File: config.mk
export PLATFORM = sky130hd
export DESIGN_NAME = atm_rx_classify
export DESIGN_NICKNAME = d
export VERILOG_FILES = /design/src/rtl/atm_rx_cls_pkg.sv /design/src/rtl/atm_hdr_split.sv /design/src/rtl/atm_cls_rules.sv /design/src/rtl/atm_cls_reg.sv /design/src/rtl/atm_rx_classify.sv
export SDC_FILE = /design/constraint.sdc
export NUM_CORES = 1
export LEC_CHECK = 0
export ABC_CLOCK_PERIOD_IN_PS = 1500
export BUFFER_PORTS_ARGS = -buffer_cell sky130_fd_sc_hd__buf_2
export CELL_PAD_IN_SITES_DETAIL_PLACEMENT = 1
export CELL_PAD_IN_SITES_GLOBAL_PLACEMENT = 2
export CORE_UTILIZATION = 26
export DETAILED_ROUTE_END_ITERATION = 12
export PLACE_DENSITY = 0.86
export SYNTH_ARGS = -nofsm -noshare
export SYNTH_HDL_FRONTEND = slang
export SYNTH_SLANG_ARGS = --single-unit
File: constraint.sdc
create_clock -name clk -period 1.5 [get_ports clk]
set_input_delay 0.15 -clock clk [delete_from_list [all_inputs] [get_ports clk]]
set_output_delay 0.15 -clock clk [all_outputs]
set_load 0.01 [all_outputs]
File: src/rtl/atm_rx_cls_pkg.sv
package atm_rx_cls_pkg;

  typedef enum logic [2:0] {
    CLS_IDLE       = 3'd0,
    CLS_DATA       = 3'd1,
    CLS_VP_SEG     = 3'd2,
    CLS_VP_E2E     = 3'd3,
    CLS_VC_SEG     = 3'd4,
    CLS_VC_E2E     = 3'd5,
    CLS_BAD_HEC    = 3'd6,
    CLS_UNASSIGNED = 3'd7
  } cls_e;

  typedef struct packed {
    logic [3:0]  gfc;
    logic [7:0]  vpi;
    logic [15:0] vci;
    logic [2:0]  pti;
    logic        clp;
  } atm_hdr_t;

  localparam int HDR_W = $bits(atm_hdr_t);

  localparam logic [2:0] PTI_VC_SEG = 3'd4;
  localparam logic [2:0] PTI_VC_E2E = 3'd5;

  function automatic logic pti_is_vc_oam(input logic [2:0] pti);
    return (pti == PTI_VC_SEG) || (pti == PTI_VC_E2E);
  endfunction

  function automatic logic cls_drops(input cls_e c);
    return (c == CLS_BAD_HEC) || (c == CLS_UNASSIGNED);
  endfunction

  function automatic logic cls_forwards(input cls_e c);
    return (c == CLS_VC_SEG) || (c == CLS_VC_E2E);
  endfunction

endpackage

File: src/rtl/atm_hdr_split.sv
module atm_hdr_split
  import atm_rx_cls_pkg::*;
#(
  parameter int VCI_W = 10
) (
  input  logic [HDR_W-1:0] hdr_word,
  output atm_hdr_t         fields,
  output logic [VCI_W-1:0] vci_low,
  output logic [2:0]       pti
);
  assign fields  = atm_hdr_t'(hdr_word);
  assign vci_low = fields.vci[VCI_W-1:0];
  assign pti     = fields.pti;
endmodule

File: src/rtl/atm_cls_rules.sv
module atm_cls_rules
  import atm_rx_cls_pkg::*;
#(
  parameter int VCI_W      = 10,
  parameter int OAM_CHAN   = 0,
  parameter int VP_SEG_VCI = 3,
  parameter int VP_E2E_VCI = 4
) (
  input  logic             hec_ok,
  input  logic [VCI_W-1:0] vci_low,
  input  logic [2:0]       pti,
  output cls_e             cls,
  output logic [VCI_W-1:0] chan,
  output logic             hit_unassigned,
  output logic             hit_vc_oam,
  output logic             hit_vp_oam
);
  localparam logic [VCI_W-1:0] OAM_CH_V = VCI_W'(OAM_CHAN);
  localparam logic [VCI_W-1:0] VP_SEG_V = VCI_W'(VP_SEG_VCI);
  localparam logic [VCI_W-1:0] VP_E2E_V = VCI_W'(VP_E2E_VCI);

  assign hit_unassigned = (vci_low == '0);
  assign hit_vc_oam     = pti_is_vc_oam(pti);
  assign hit_vp_oam     = (vci_low == VP_SEG_V) || (vci_low == VP_E2E_V);

  always_comb begin
    cls  = CLS_DATA;
    chan = vci_low;
    if (!hec_ok) begin
      cls  = CLS_BAD_HEC;
      chan = '0;
    end else if (hit_unassigned) begin
      cls  = CLS_UNASSIGNED;
      chan = '0;
    end else if (hit_vc_oam) begin
      cls  = (pti == PTI_VC_SEG) ? CLS_VC_SEG : CLS_VC_E2E;
      chan = OAM_CH_V;
    end else if (hit_vp_oam) begin
      cls  = (vci_low == VP_SEG_V) ? CLS_VP_SEG : CLS_VP_E2E;
    end
  end
endmodule

File: src/rtl/atm_cls_reg.sv
module atm_cls_reg
  import atm_rx_cls_pkg::*;
#(
  parameter int VCI_W = 10
) (
  input  logic             clk,
  input  logic             rst_n,
  input  logic             load,
  input  cls_e             cls_d,
  input  logic [VCI_W-1:0] chan_d,
  input  logic [HDR_W-1:0] hdr_d,
  output logic             valid_q,
  output cls_e             cls_q,
  output logic [VCI_W-1:0] chan_q,
  output logic             fwd_q,
  output logic             drop_q,
  output logic [HDR_W-1:0] hdr_q
);
  always_ff @(posedge clk) begin
    if (!rst_n) begin
      valid_q <= 1'b0;
      cls_q   <= CLS_IDLE;
      chan_q  <= '0;
      fwd_q   <= 1'b0;
      drop_q  <= 1'b0;
      hdr_q   <= '0;
    end else begin
      valid_q <= load;
      if (load) begin
        cls_q  <= cls_d;
        chan_q <= chan_d;
        fwd_q  <= cls_forwards(cls_d);
        drop_q <= cls_drops(cls_d);
        hdr_q  <= cls_forwards(cls_d) ? hdr_d : '0;
      end
    end
  end

  p_hold_r1: assert property (@(posedge clk) disable iff (!rst_n)
    !load |=> ($stable(chan_q) && $stable(cls_q) && $stable(hdr_q)));
  p_fwd_not_drop_r5: assert property (@(posedge clk) disable iff (!rst_n)
    !(fwd_q && drop_q));
endmodule

File: src/rtl/atm_rx_classify.sv
module atm_rx_classify
  import atm_rx_cls_pkg::*;
#(
  parameter int VCI_W      = 10,
  parameter int OAM_CHAN   = 0,
  parameter int VP_SEG_VCI = 3,
  parameter int VP_E2E_VCI = 4
) (
  input  logic             clk,
  input  logic             rst_n,
  input  logic             in_valid,
  input  logic [31:0]      in_hdr,
  input  logic             in_hec_ok,
  output logic             out_valid,
  output logic [VCI_W-1:0] out_chan,
  output logic [2:0]       out_class,
  output logic             out_hdr_fwd,
  output logic             out_drop,
  output logic [31:0]      out_hdr
);
  atm_hdr_t         fields;
  logic [VCI_W-1:0] vci_low;
  logic [2:0]       pti;
  cls_e             cls_d;
  cls_e             cls_q;
  logic [VCI_W-1:0] chan_d;
  logic             hit_unassigned;
  logic             hit_vc_oam;
  logic             hit_vp_oam;

  atm_hdr_split #(.VCI_W(VCI_W)) u_split (
    .hdr_word (in_hdr),
    .fields   (fields),
    .vci_low  (vci_low),
    .pti      (pti)
  );

  atm_cls_rules #(
    .VCI_W(VCI_W), .OAM_CHAN(OAM_CHAN),
    .VP_SEG_VCI(VP_SEG_VCI), .VP_E2E_VCI(VP_E2E_VCI)
  ) u_rules (
    .hec_ok         (in_hec_ok),
    .vci_low        (vci_low),
    .pti            (pti),
    .cls            (cls_d),
    .chan           (chan_d),
    .hit_unassigned (hit_unassigned),
    .hit_vc_oam     (hit_vc_oam),
    .hit_vp_oam     (hit_vp_oam)
  );

  atm_cls_reg #(.VCI_W(VCI_W)) u_reg (
    .clk     (clk),
    .rst_n   (rst_n),
    .load    (in_valid),
    .cls_d   (cls_d),
    .chan_d  (chan_d),
    .hdr_d   (fields),
    .valid_q (out_valid),
    .cls_q   (cls_q),
    .chan_q  (out_chan),
    .fwd_q   (out_hdr_fwd),
    .drop_q  (out_drop),
    .hdr_q   (out_hdr)
  );

  assign out_class = cls_q;

  p_latency_r1: assert property (@(posedge clk) disable iff (!rst_n)
    in_valid |=> out_valid);
  p_no_spurious_r1: assert property (@(posedge clk) disable iff (!rst_n)
    !in_valid |=> !out_valid);
  p_bad_hec_drop_r2: assert property (@(posedge clk) disable iff (!rst_n)
    (in_valid && !in_hec_ok) |=> (out_drop && !out_hdr_fwd && out_chan == '0));
  p_unassigned_r4: assert property (@(posedge clk) disable iff (!rst_n)
    (in_valid && in_hec_ok && hit_unassigned) |=> (out_class == 3'd7));
  p_vc_oam_r5: assert property (@(posedge clk) disable iff (!rst_n)
    (in_valid && in_hec_ok && !hit_unassigned && hit_vc_oam)
      |=> (out_hdr_fwd && out_hdr == $past(in_hdr)));
  p_vp_oam_r6: assert property (@(posedge clk) disable iff (!rst_n)
    (in_valid && in_hec_ok && !hit_vc_oam && hit_vp_oam)
      |=> (!out_hdr_fwd && out_chan == $past(vci_low)));
endmodule

Word-level counts from Yosys, hierarchy flattened:

Cells that the tools add are included.

* logic and storage cells: 29
* input port bits: 36
* output and inout port bits: 48
* register bits: 48

* eq/ne operators: 8
* reduce and logical (&&, ||, !) cells: 5
* multiplexer cells: 10

Operators with widths (number)
* 32-bit two-way mux: 1
* 10-bit two-way mux: 3
* 3-bit equality test (second input constant): 6
* 3-bit two-way mux: 4
* 10-bit by 2-bit equality test with 1-bit output (second input constant): 1
* 10-bit by 3-bit equality test with 1-bit output (second input constant): 1
* 10-bit zero test: 1
* 1-bit logical OR: 4
* 1-bit two-way mux: 2

Longest topological paths before layout:

Gate-level depths: netlist (run 1).

* word-level depth: 9
* mapped depth: 6
* gate-level depth less buffers: 4

Cells and area by module:

From an unflattened synthesis (run 1), not the netlist that was laid out.

* cells, all modules: 275
* area, all modules: 2646.3 um^2

Modules (own cells, without submodules)
* atm_cls_reg: sequential area each 960.9 um^2, cells each 198, area each 2109.5 um^2, instances 1
* atm_hdr_split: sequential area each 0.0 um^2, cells each 45, area each 337.8 um^2, instances 1
* atm_cls_rules: sequential area each 0.0 um^2, cells each 32, area each 198.9 um^2, instances 1

Worst setup path after synthesis (run 1):

OpenSTA, ideal clock, no wires.

* path type: in2reg
* start point: input port in_hdr[7]
* end point: register u_reg.hdr_q[17]
* stages: 6
* data required time: 1.383 ns
* data arrival time: 1.252 ns
* buffers on the path: 2
* slack: 0.131 ns
* library setup time: 0.117 ns
* cells stage by stage: nor3_1 > nand3_2 > nor3b_2 > buf_6 > buf_6 > a22o_1

* word-level cells in the longest chain between the ends: 9
* elaborated cells on any way between the ends: 13
* classes of those cells: eq/ne: 4; mux: 6; reduce/logical: 3

RTL lines
* from (decl): RTL line atm_rx_classify.sv:12 `input logic [31:0] in_hdr,`
* 10-bit by 2-bit equality test with 1-bit output / 10-bit by 3-bit equality test with 1-bit output (equally long branches): RTL line atm_cls_rules.sv:24, atm_cls_rules.sv:39
* 1-bit two-way mux / 1-bit logical OR (equally long branches): RTL line atm_cls_rules.sv:39, atm_cls_rules.sv:24
* 3-bit two-way mux: RTL line atm_cls_rules.sv:38 `end else if (hit_vp_oam) begin`
* 3-bit two-way mux: RTL line atm_cls_rules.sv:35 `end else if (hit_vc_oam) begin`
* 3-bit two-way mux *: RTL line atm_cls_rules.sv:32 `end else if (hit_unassigned) begin`
* 3-bit two-way mux *: RTL line atm_cls_rules.sv:29 `if (!hec_ok) begin`
* 3-bit equality test: RTL line atm_rx_cls_pkg.sv:36 `return (c == CLS_VC_SEG) || (c == CLS_VC_E2E);`
* 1-bit logical OR *: RTL line atm_rx_cls_pkg.sv:36
* 32-bit two-way mux *: RTL line atm_cls_reg.sv:34 `hdr_q <= cls_forwards(cls_d) ? hdr_d : '0;`
* to (signal assigned): RTL line atm_cls_reg.sv:34
* to (decl): RTL line atm_cls_reg.sv:17 `output logic [HDR_W-1:0] hdr_q`

Mark *: on every way between the ends. The rest lies on a longest branch, timed or not.
A chain may end at the register's enable or synchronous reset.

Final worst setup path (run 1):

* start point: input port in_hdr[2]
* end point: register u_reg.hdr_q[25]

* word-level cells in the longest chain between the ends: 8
* elaborated cells on any way between the ends: 11
* classes of those cells: eq/ne: 4; mux: 5; reduce/logical: 2

RTL lines (RTL line)
* 3-bit equality test (on tied branches): atm_rx_cls_pkg.sv:28, atm_cls_rules.sv:36
* 1-bit two-way mux / 1-bit logical OR (equally long branches): atm_cls_rules.sv:36, atm_rx_cls_pkg.sv:28
* 3-bit two-way mux *: atm_cls_rules.sv:35
* 3-bit two-way mux *: atm_cls_rules.sv:32
* 3-bit two-way mux *: atm_cls_rules.sv:29
* 3-bit equality test: atm_rx_cls_pkg.sv:36
* 1-bit logical OR *: atm_rx_cls_pkg.sv:36
* 32-bit two-way mux *: atm_cls_reg.sv:34

Marks and branches as above.

==> results of run 1 <==
## state kept, by name, summed over array words and instances, names as in the netlist
register,cells
u_reg.cls_q,3
u_reg.chan_q,10
u_reg.drop_q,1
u_reg.valid_q,1
u_reg.fwd_q,1
u_reg.hdr_q,32
## cells in the final DEF, fill, tap and decap left out
cell type / instances
buf_2: 83
dfxtp_1: 48
a22o_1: 28
buf_4: 22
nand2_1: 7
nand2b_1: 5
mux2i_1: 5
nor2_1: 5
clkbuf_8: 5
inv_1: 4
and2_1: 4
a31oi_1: 4
nor3_1: 3
o22ai_1: 3
nand3_1: 3
a21oi_1: 3
nor2b_1: 2
nor3b_4: 2
a21o_1: 2
a21boi_0: 2
o21ai_0: 2
nor4_4: 1
nand3_2: 1
nor2b_2: 1
a211oi_1: 1
o2111ai_1: 1
o211ai_1: 1
nand3b_1: 1
inv_6: 1
bufinv_16: 1
clkinvlp_4: 1
## worst max-delay path: stages
cell	delay, ps
buf_2	90
nor2b_1	150
nand2_1	200
nor3b_4	660
a22o_1	250
## power by group through the flow
stage                     Combinational [uW]  Sequential, uW  Clock (uW)
final                                    264            1330         954
after global routing                     291            1330        1050
after global placement                   258            1360           0
after floorplan                         89.2            1370           0
after detailed placement                 265            1360           0
after CTS                                269            1330         993
## worst max-delay path by stage
stage,to,start,cells after the start,slack [ps]
finish,u_reg.hdr_q[25],in_hdr[2],5,220
global route,u_reg.hdr_q[25],in_hdr[2],5,70
CTS,u_reg.hdr_q[25],in_hdr[2],5,180
detailed placement,u_reg.hdr_q[30],in_hdr[2],5,-390
global placement,u_reg.hdr_q[23],in_hdr[2],5,-310
floorplan,u_reg.hdr_q[17],in_hdr[7],6,130
## cell type report
type                    count  area [um^2]
clock buffers               5         68.8
repair buffers            105          581
clock inverters             3         46.3
inverters                   4         15.0
flip-flops and latches     48          961
multi-input cells          87          647
fillers                   723         3610
well taps                  75         93.8
## cells by family (layout without fill, tap and decap cells)
family	count (synthesis)	after routing	synth area share
and+or+nand+nor	34	35	0.122
AOI/OAI and AO/OA	47	47	0.223
DFF	48	48	0.581
buffers and inverters	15	117	0.0439
muxes	5	5	0.0303
## synthesized netlist by cell type (all sizes together) (2+ instances only)
library cell,number,area [um^2]
o21ai,2,10.0
nand3,4,25.0
clkbuf,7,26.3
nand2,7,26.3
buf,4,31.3
a21oi,3,15.0
a21boi,2,15.0
and2,4,25.0
a21o,2,15.0
a31oi,4,25.0
nor2b,3,18.8
dfxtp,48,961
mux2i,5,50.1
o22ai,3,18.8
inv,4,15.0
nand2b,5,31.3
nor3,3,15.0
a22o,28,245
nor2,5,18.8
## routing by layer
layer / global-route usage / vias up / part of all wire
li1: - / 753 / -
met1: 0.184 / 721 / 0.45
met2: 0.248 / 48 / 0.48
met3: 0.0411 / 6 / 0.062
met4: 0.0474 / 0 / 0.011
met5: 0 / - / 0
## metrics by stage
stage | total power (uW) | cell area (um^2) | util | instances
after global placement | 1610 | 2280 | 0.378 | 318
after detailed placement | 1620 | 2280 | 0.378 | 318
after CTS | 2590 | 2410 | 0.400 | 327
final | 2540 | 2410 | 0.400 | 327
after floorplan | 1460 | 1650 | - | 149
after global routing | 2680 | 2410 | 0.400 | 327
==> metrics.md, run 1 <==
| Metric | Value |
|---|---|
| Max Freq | between 700 and 800 MHz |
| Global-route usage over all layers | 0.149 |
| Post-CTS setup buffer count | 0 |
| Register area share after synthesis | 0.581 |
| Layout area overhead | 45.9% |
| Yosys warning total | 0 |
| Number of synthesized register bits | 48 |
| PortBufs | 83 |
| Layout cells sized above 1 | 0.468 |
| Avg Cell Area, Syn | roughly 11 um^2 |
| # DRC | 0 |
| DRT Pass-1 Iters | 4 |
| Sw power | 604 uW |
| Worst skew pair latency | 300 ps |
| P per Cell Area | 1050 nW/um^2 |
| Logic gate share of total power | 0.104 |
| Worst VDD drop | 0.000467 V |
| Number of global-route vias before repair | approximately 1.5k |
| Hold wc startpoint | in_hdr[14] |
| Post-synth EDFFs | 0 |
| Status | completed |
| Layout Skew | 0 ps |
| Worst-path clk slew | 100 ps |
| Max-Cap Viols | 0 |
| Worst EP required | 1740 ps |
| Largest net degree at the start of global routing | 25 |
| P_int | 1940 uW |
| Total negative slack | 0 ps |
| TritonCTS clock tree | yes |
| CTS root buffer | clkbuf_8 |
| Peak fanout along the critical path | 15 |
| CTS Hold Bufs | 0 |
| Die height | ~80 um |
| Synth unique cells | 28 |
| Pleak | about 0.0012 uW |
| RR Endpoint | u_reg.hdr_q[4] |
| Slew Viols, Final | 0 |
| Asr flop ratio synth | 0 |
| Top FF cell, synth | dfxtp_1 |
| Post-route setup slack | roughly 220 ps |
| Post-synthesis cell area | about 1700 um^2 |
| Place WS | -391 ps |
| Fin crit share | 0.853 |
| Switching Fraction | 0.237 |
| Relative max-transition margin | 0.526 |
| Crit Path Class | in -> reg |
| Hold path endpoint | u_reg.hdr_q[14] |
| Clk pwr share | 0.375 |
| # H-tree levels | 2 |
| CP endpoint kind | flip-flop |
| DR vias | 1,528 |
| Core area | 6030 um^2 |
| Final hold viol count | 0 |
| Initial Util | 0.274 |
| Post_cts resized | 1 |
| Grt ovf | 0 |
| RSZ-0062 raised after global routing | false |
| Final nets | 287 |
| Arr. time, crit path | 1520 ps |
| Top-Level Pins | 84 |
| Die ar. | 6680 um^2 |
| Dpl hpwl | 3400 um |
| Antenna Cells | 0 |
| # rows | 28 |
| Wirelength, routed | 4730 um |
| Critical Path Source Type | input pin |
| RePlAce Congestion | 0.761 |
| Worst R2R Path Depth | 3 |
| Initial antenna violation count | 0 |
| Syn_nets | 185 |
| DRT iter0 DRCs | 25 |
| Flop2flop setup slack | 810 ps |
| Least-Margin Pin Slew | roughly 700 ps |
| Hold_ws | about 55 ps |
| Via density | 4.67 |
| Cells on Worst Hold Path | 2 |
| Die Width | just over 80 um |
| Critical R2R Launch | u_reg.hdr_q[4] |
| Cells after Synth | between 100 and 150 |
| Endpoints failing setup | 0 |
| Class of the worst hold path | in -> reg |
| Clock tree buffer depth | 2 |
| Drt wl/cell | 14.5 um |
| First-pass GRT wire length | about 7300 um |
| Register share of total power | 0.521 |
| Num CTS Buffers | 5 |
| Clock sink count | 48 |
| Routed Antenna Nets | 0 |
| Min Tclk post-route | 1280 ps |
Power figures use the tool's default switching activity.
==> run 2, diff against run 1 <==
--- a/config.mk
+++ b/config.mk
@@ -5,13 +5,14 @@
 export SDC_FILE = /design/constraint.sdc
 export NUM_CORES = 1
 export LEC_CHECK = 0
+export ABC_AREA = 1
 export ABC_CLOCK_PERIOD_IN_PS = 1500
 export BUFFER_PORTS_ARGS = -buffer_cell sky130_fd_sc_hd__buf_2
 export CELL_PAD_IN_SITES_DETAIL_PLACEMENT = 1
 export CELL_PAD_IN_SITES_GLOBAL_PLACEMENT = 2
-export CORE_UTILIZATION = 26
+export CORE_UTILIZATION = 25
 export DETAILED_ROUTE_END_ITERATION = 12
-export PLACE_DENSITY = 0.86
+export PLACE_DENSITY = 0.85
 export SYNTH_ARGS = -nofsm -noshare
 export SYNTH_HDL_FRONTEND = slang
 export SYNTH_SLANG_ARGS = --single-unit
==> metrics.md, run 2 <==
| Metric | Value |
|---|---|
| Syn_nets | 277 (was 185) |
| Hold wc startpoint | rst_n (was in_hdr[14]) |
| Layout cells sized above 1 | 0.394 (was 0.468) |
| Complex-gate fraction of the synthesized area | 0.122 (was 0.223) |
| Core area | 7410 um^2 (was 6030 um^2) |
| Post-CTS setup buffer count | 0 (unchanged) |
| Layout Skew | 0 ps (unchanged) |
| DR WL met2 | 2710 um (was 2250 um) |
| Arr. time, crit path | 1340 ps (was 1520 ps) |
| DRT Pass-1 Iters | 4 (unchanged) |
| # fillers | 939 (was 723) |
| Critical Path Source Type | input pin (unchanged) |
| DR vias | 1,907 (was 1,528) |
| Layout area overhead | 32.9% (was 45.9%) |
| Worst skew pair latency | 290 ps (was 300 ps) |
| # DRC | 0 (unchanged) |
| Final nets | 360 (was 287) |
| Worst-path clk slew | 90 ps (was 100 ps) |
| Worst R2R Path Depth | 4 (was 3) |
| Class of the worst hold path | in -> reg (unchanged) |
| Peak fanout along the critical path | 33 (was 15) |
| Top-Level Pins | 84 (unchanged) |
| RSZ-0062 raised after global routing | false (unchanged) |
| Logic gate share of total power | 0.126 (was 0.104) |
| Relative max-transition margin | 0.596 (was 0.526) |
| Asr flop ratio synth | 0 (unchanged) |
| RR Endpoint | u_reg.cls_q[1] (was u_reg.hdr_q[4]) |
| Post-synthesis cell area | 1960 um^2 (was 1650 um^2) |
| Post-Synth Adder-Cell Area | 0 (unchanged) |
| Clk pwr share | 0.334 (was 0.375) |
| Max-Cap Viols | 0 (unchanged) |
| Mux share of post-synthesis cell area | 0 (was 0.0303) |
| Commonest non-fill, non-tap cell in the layout | buf_2 (unchanged) |
| Count leader, synth | nand2_1 (was dfxtp_1) |
| Min Tclk post-route | 1160 ps (was 1280 ps) |
| Top reg by flops | u_reg.hdr_q (unchanged) |
| CP endpoint kind | flip-flop (unchanged) |
| P_int | 1790 uW (was 1940 uW) |
| Critical R2R Launch | u_reg.cls_q[1] (was u_reg.hdr_q[4]) |
| Number of synthesized register bits | 48 (unchanged) |
| Combinational family with the most area after synthesis | simple AND/OR/NAND/NOR gates (was compound AO/OA/AOI/OAI gates) |
| Top Registers | u_reg.hdr_q x32, u_reg.chan_q x10, u_reg.cls_q x3 (unchanged) |
| RePlAce Congestion | 0.794 (was 0.761) |
| P per Cell Area | 935 nW/um^2 (was 1050 nW/um^2) |
| Place WS | 2.14 ps (was -391 ps) |
| # H-tree levels | 2 (unchanged) |
| Yosys warning total | 0 (unchanged) |
| Initial Util | 0.265 (was 0.274) |
| Pleak | 0.00112 uW (was 0.00118 uW) |
| Endpoints failing setup | 0 (unchanged) |
| Switching Fraction | 0.268 (was 0.237) |
| Clock sink count | 48 (unchanged) |
| Sw power | 653 uW (was 604 uW) |
| Slew Viols, Final | 0 (unchanged) |
| Register share of total power | 0.540 (was 0.521) |
| Max Freq | 863 MHz (was 782 MHz) |
| Synth unique cells | 19 (was 28) |
| Dpl hpwl | 4400 um (was 3400 um) |
| Die ar. | 8220 um^2 (was 6680 um^2) |
| Largest net degree at the start of global routing | 46 (was 25) |
| Total negative slack | 0 ps (unchanged) |
| Register area share after synthesis | 0.489 (was 0.581) |
| Via density | 4.50 (was 4.67) |
| Post_cts resized | 0 (was 1) |
| Commonest cells after routing, fill and taps aside | buf_2, nand2_1, dfxtp_1 (was buf_2, dfxtp_1, a22o_1) |
| Flop2flop setup slack | 790 ps (was 810 ps) |
| Global-route usage over all layers | 0.152 (was 0.149) |
| # rows | 31 (was 28) |
| Post-route setup slack | 342 ps (was 221 ps) |
| PortBufs | 83 (unchanged) |
| Max layer used | met4 (unchanged) |
| Cells after Synth | 241 (was 149) |
| Worst EP required | 1680 ps (was 1740 ps) |
| Final core utilization | 0.352 (was 0.400) |
| Drt wl/cell | 14.3 um (was 14.5 um) |
| DRT iter0 DRCs | 54 (was 25) |
| Clock tree buffer depth | 2 (unchanged) |
| Antenna Cells | 0 (unchanged) |
| Synth Area in Simple Gates | 0.320 (was 0.122) |
| Fin crit share | 0.772 (was 0.853) |
| Yosys top cell area share | 0.489 (was 0.581) |
| Avg Cell Area, Syn | 8.15 um^2 (was 11.1 um^2) |
| Synth area leaders | dfxtp_1, a21oi_1, nand2_1 (was dfxtp_1, a22o_1, mux2i_1) |
| Hold path endpoint | u_reg.valid_q (was u_reg.hdr_q[14]) |
| Die Width | 90.6 um (was 81.7 um) |
| Area leader, netlist | dfxtp_1 (unchanged) |
| Crit Path Class | in -> reg (unchanged) |
| Number of global-route vias before repair | 1,900 (was 1,509) |
| Tot Pwr | 2440 uW (was 2540 uW) |
| Max reg flops | 32 (unchanged) |
| M1 WL | 3050 um (was 2130 um) |
| Wirelength, routed | 6080 um (was 4730 um) |
| Status | completed (unchanged) |
| Post-synth EDFFs | 0 (unchanged) |
| CTS root buffer | clkbuf_8 (unchanged) |
| Least-Margin Pin Slew | 605 ps (was 710 ps) |
| Initial antenna violation count | 0 (unchanged) |
| Post-synthesis xor/xnor area fraction | 0 (unchanged) |
| Top FF cell, synth | dfxtp_1 (unchanged) |
| Routed Antenna Nets | 0 (unchanged) |
| WL met3 | 240 um (was 294 um) |
| First-pass GRT wire length | 9930 um (was 7320 um) |
| Commonest cells in the netlist | nand2_1, dfxtp_1, a21oi_1 (was dfxtp_1, a22o_1, clkbuf_1, nand2_1) |
| Cells on Worst Hold Path | 3 (was 2) |
| Final hold viol count | 0 (unchanged) |
| Die height | 90.6 um (was 81.7 um) |
| CTS Hold Bufs | 0 (unchanged) |
| Worst VDD drop | 0.000425 V (was 0.000467 V) |
| Num CTS Buffers | 5 (unchanged) |
| Grt ovf | 0 (unchanged) |
| TritonCTS clock tree | yes (unchanged) |
==> run 2: logic make-up after synthesis <==
| family | Yosys count |
|---|---|
| and+or+nand+nor | 118 |
| AOI/OAI and AO/OA | 47 |
| DFF | 48 |
| buffers and inverters | 28 |
==> run 2: layout make-up <==
type                    instances  area, um^2  area share
inverters                      11        41.3      0.0158
flip-flops and latches         48         961       0.368
repair buffers                 93         515       0.198
well taps                      99         124      0.0475
clock inverters                 2        10.0     0.00384
clock buffers                   6        82.6      0.0316
multi-input cells             165         876       0.336
==> run 2: how the worst max path moves through the flow <==
stage | end | slack [ps] | start
floorplan | u_reg.hdr_q[4] | 500 | in_hdr[13]
global placement | u_reg.hdr_q[9] | 60 | in_hdr[13]
detailed placement | u_reg.cls_q[1] | 2 | in_hdr[6]
CTS | u_reg.cls_q[1] | 340 | in_hdr[13]
global route | u_reg.cls_q[1] | 260 | in_hdr[13]
finish | u_reg.cls_q[1] | 340 | in_hdr[6]
==> run 2: power by group through the flow <==
stage | logic [uW] | registers (uW) | clock network (uW)
after global placement | 309 | 1350 | 0
final | 308 | 1320 | 815
after CTS | 313 | 1320 | 854
after detailed placement | 313 | 1350 | 0
after global routing | 339 | 1320 | 918
after floorplan | 143 | 1360 | 0
==> run 2: layer usage <==
metal	track usage	vias up
li1	-	963
met1	0.219	896
met2	0.227	43
met3	0.0328	5
met4	0.0444	0
met5	0	-
==> run 2: stage by stage <==
stage          hold WS, ps  cell area [um^2]  instances
6_report              76.8              2610        424
2_1_floorplan          248              1960        241
5_1_grt               81.0              2610        424
4_1_cts               61.5              2610        424
3_5_place_dp           383              2520        416
3_3_place_gp           384              2520        416
==> run 2: critical path: stages <==
cell and delay, ps:
buf_2 110, inv_1 70, nand3_2 100, nor2_4 70, nor2_8 470, nand2_1 190
nand2_1 120, a21oi_2 30
==> run 3, diff against run 2 <==
--- a/config.mk
+++ b/config.mk
@@ -6,7 +6,7 @@
 export NUM_CORES = 1
 export LEC_CHECK = 0
 export ABC_AREA = 1
-export ABC_CLOCK_PERIOD_IN_PS = 1500
+export ABC_CLOCK_PERIOD_IN_PS = 1200
 export BUFFER_PORTS_ARGS = -buffer_cell sky130_fd_sc_hd__buf_2
 export CELL_PAD_IN_SITES_DETAIL_PLACEMENT = 1
 export CELL_PAD_IN_SITES_GLOBAL_PLACEMENT = 2
==> constraint.sdc (replaced) <==
create_clock -name clk -period 1.2 [get_ports clk]
set_input_delay 0.12 -clock clk [delete_from_list [all_inputs] [get_ports clk]]
set_output_delay 0.12 -clock clk [all_outputs]
set_load 0.01 [all_outputs]
==> metrics.md, run 3 (synthesis results as in run 2) <==
| Metric | Value |
|---|---|
| Status | completed (unchanged) |
| Pleak | 0.00122 uW (was 0.00112 uW) |
| Max reg flops | 32 (unchanged) |
| Crit-path cells | buf_2 (was buf_2 > inv_1 > nand3_2 > nor2_4 > nor2_8 > nand2_1 > nand2_1 > a21oi_2) |
| M1 WL | 2800 um (was 3050 um) |
| Worst EP required | 1080 ps (was 1680 ps) |
| Grt ovf | 0 (unchanged) |
| DR WL met2 | 2910 um (was 2710 um) |
| # H-tree levels | 2 (unchanged) |
| Clock tree buffer depth | 2 (unchanged) |
| PortBufs | 83 (unchanged) |
| Min Tclk post-route | 955 ps |
| Layout cells sized above 1 | 0.415 (was 0.394) |
| Relative max-transition margin | 0.808 (was 0.596) |
| TritonCTS clock tree | yes (unchanged) |
| Arr. time, crit path | 840 ps (was 1340 ps) |
| CTS root buffer | clkbuf_8 (unchanged) |
| Least-Margin Pin Slew | 287 ps (was 605 ps) |
| Endpoints failing setup | 0 (unchanged) |
| CTS Hold Bufs | 0 (unchanged) |
| P per Cell Area | 1320 nW/um^2 (was 935 nW/um^2) |
| Hold_ws | 45.0 ps (was 76.8 ps) |
| Drt wl/cell | 13.9 um (was 14.3 um) |
| Die ar. | 8220 um^2 (unchanged) |
| Top Registers | u_reg.hdr_q x32, u_reg.chan_q x10, u_reg.cls_q x3 (unchanged) |
| Wirelength, routed | 6050 um (was 6080 um) |
| DRT iter0 DRCs | 78 (was 54) |
| # fillers | 926 (was 939) |
| Worst skew pair latency | 300 ps (was 290 ps) |
| Global-route usage over all layers | 0.154 (was 0.152) |
| Peak fanout along the critical path | 2 (was 33) |
| Worst VDD drop | 0.000554 V (was 0.000425 V) |
| Die height | 90.6 um (unchanged) |
| Number of global-route vias before repair | 2,024 (was 1,900) |
| Clock sink count | 48 (unchanged) |
| WL met3 | 278 um (was 240 um) |
| Dpl hpwl | 4720 um (was 4400 um) |
| Die Width | 90.6 um (unchanged) |
| Final core utilization | 0.377 (was 0.352) |
| Worst path bufs/invs | 1 (was 2) |
| Via density | 4.55 (was 4.50) |
| Top reg by flops | u_reg.hdr_q (unchanged) |
| Num CTS Buffers | 5 (unchanged) |
| Class of the worst hold path | in -> reg (unchanged) |
| RSZ-0062 raised after global routing | false (unchanged) |
| Max-Cap Viols | 0 (unchanged) |
| Top-Level Pins | 84 (unchanged) |
| Layout area overhead | 42.1% (was 32.9%) |
| Final hold viol count | 0 (unchanged) |
| # rows | 31 (unchanged) |
| DR vias | 1,982 (was 1,907) |
| DRT Pass-1 Iters | 4 (unchanged) |
| CP max stage delay | 360 ps (was 470 ps) |
| Routed Antenna Nets | 0 (unchanged) |
| Placed Instances | 428 (was 416) |
| Final instance area | 2790 um^2 (was 2610 um^2) |
| Post-CTS setup buffer count | 0 (unchanged) |
| Max Freq | 1050 MHz |
| Post_cts resized | 0 (unchanged) |
| Layout Skew | 0 ps (unchanged) |
| Crit-path slowest cell | dfxtp_1 (was nor2_8) |
| Fin crit share | 0.796 |
| Initial antenna violation count | 0 (unchanged) |
| Core area | 7410 um^2 (unchanged) |
| CP top delay family | flip-flops (was simple AND/OR/NAND/NOR gates) |
| Final nets | 372 (was 360) |
| CP endpoint kind | primary output (was flip-flop) |
| # DRC | 0 (unchanged) |
| Initial Util | 0.265 (unchanged) |
| RePlAce Congestion | 0.746 (was 0.794) |
| Antenna Cells | 0 (unchanged) |
| Critical Path Source Type | flip-flop (was input pin) |
| Commonest cells after routing, fill and taps aside | buf_2, nand2_1, dfxtp_1 (unchanged) |
| First-pass GRT wire length | 10,100 um (was 9930 um) |
| Slew Viols, Final | 0 (unchanged) |
| Commonest non-fill, non-tap cell in the layout | buf_2 (unchanged) |
| Crit Path Class | reg -> out (was in -> reg) |
| Placed cell areas | 2630 um^2 (was 2520 um^2) |
| Non-Filler Instances | 436 (was 424) |
| Max layer used | met4 (unchanged) |
| Largest net degree at the start of global routing | 29 (was 46) |
| Worst-path clk slew | 90 ps (about the same) |
==> run 3: cell types whose count changed in the layout (fill, tap and decap cells not counted), sizes merged <==
cell    previous run  this run
buf               93       105
bufinv             0         3
clkinv             2         0
clkbuf             6         5
==> run 3: power breakdown <==
group	internal, uW	leakage (uW)	switching, uW
Combinational	174	0.000750	245
Sequential	1630	0.000389	18.2
Clock	1040	0.0000784	565
Total	2850	0.00122	828
==> run 3: worst paths after layout <==
kind,startpoint,to,slack [ps],depth (start not counted)
worst max-delay path,u_reg.fwd_q,out_hdr_fwd,240,1
worst min register to register,u_reg.hdr_q[2],u_reg.hdr_q[2],450,2
worst max register to register,u_reg.cls_q[1],u_reg.cls_q[1],480,4
worst min-delay path,rst_n,u_reg.valid_q,40,3
==> run 3: metal layers <==
metal	GRT usage	vias to the layer above
met3	0.0379	6
li1	-	991
met1	0.194	938
met2	0.263	47
met5	0	-
met4	0.0403	0
==> run 3: cell type report <==
cell class	instances	area [um^2]	share of cell area
multi-input combinational	165	876	0.314
sequential	48	961	0.344
timing repair buffer	105	631	0.226
clock buffer	5	68.8	0.0247
inverter	11	41.3	0.0148
tap	99	124	0.0444
clock inverter	3	90.1	0.0323
==> run 3: through the flow <==
step | total power [uW] | TNS [ps] | worst slack (ps)
final | 3670 | 0 | 245
after global routing | 3820 | 0 | 190
after floorplan | 1880 | 0 | 225
after detailed placement | 2110 | -575 | -38.2
after global placement | 2100 | -34.6 | -10.6
after CTS | 3730 | 0 | 244
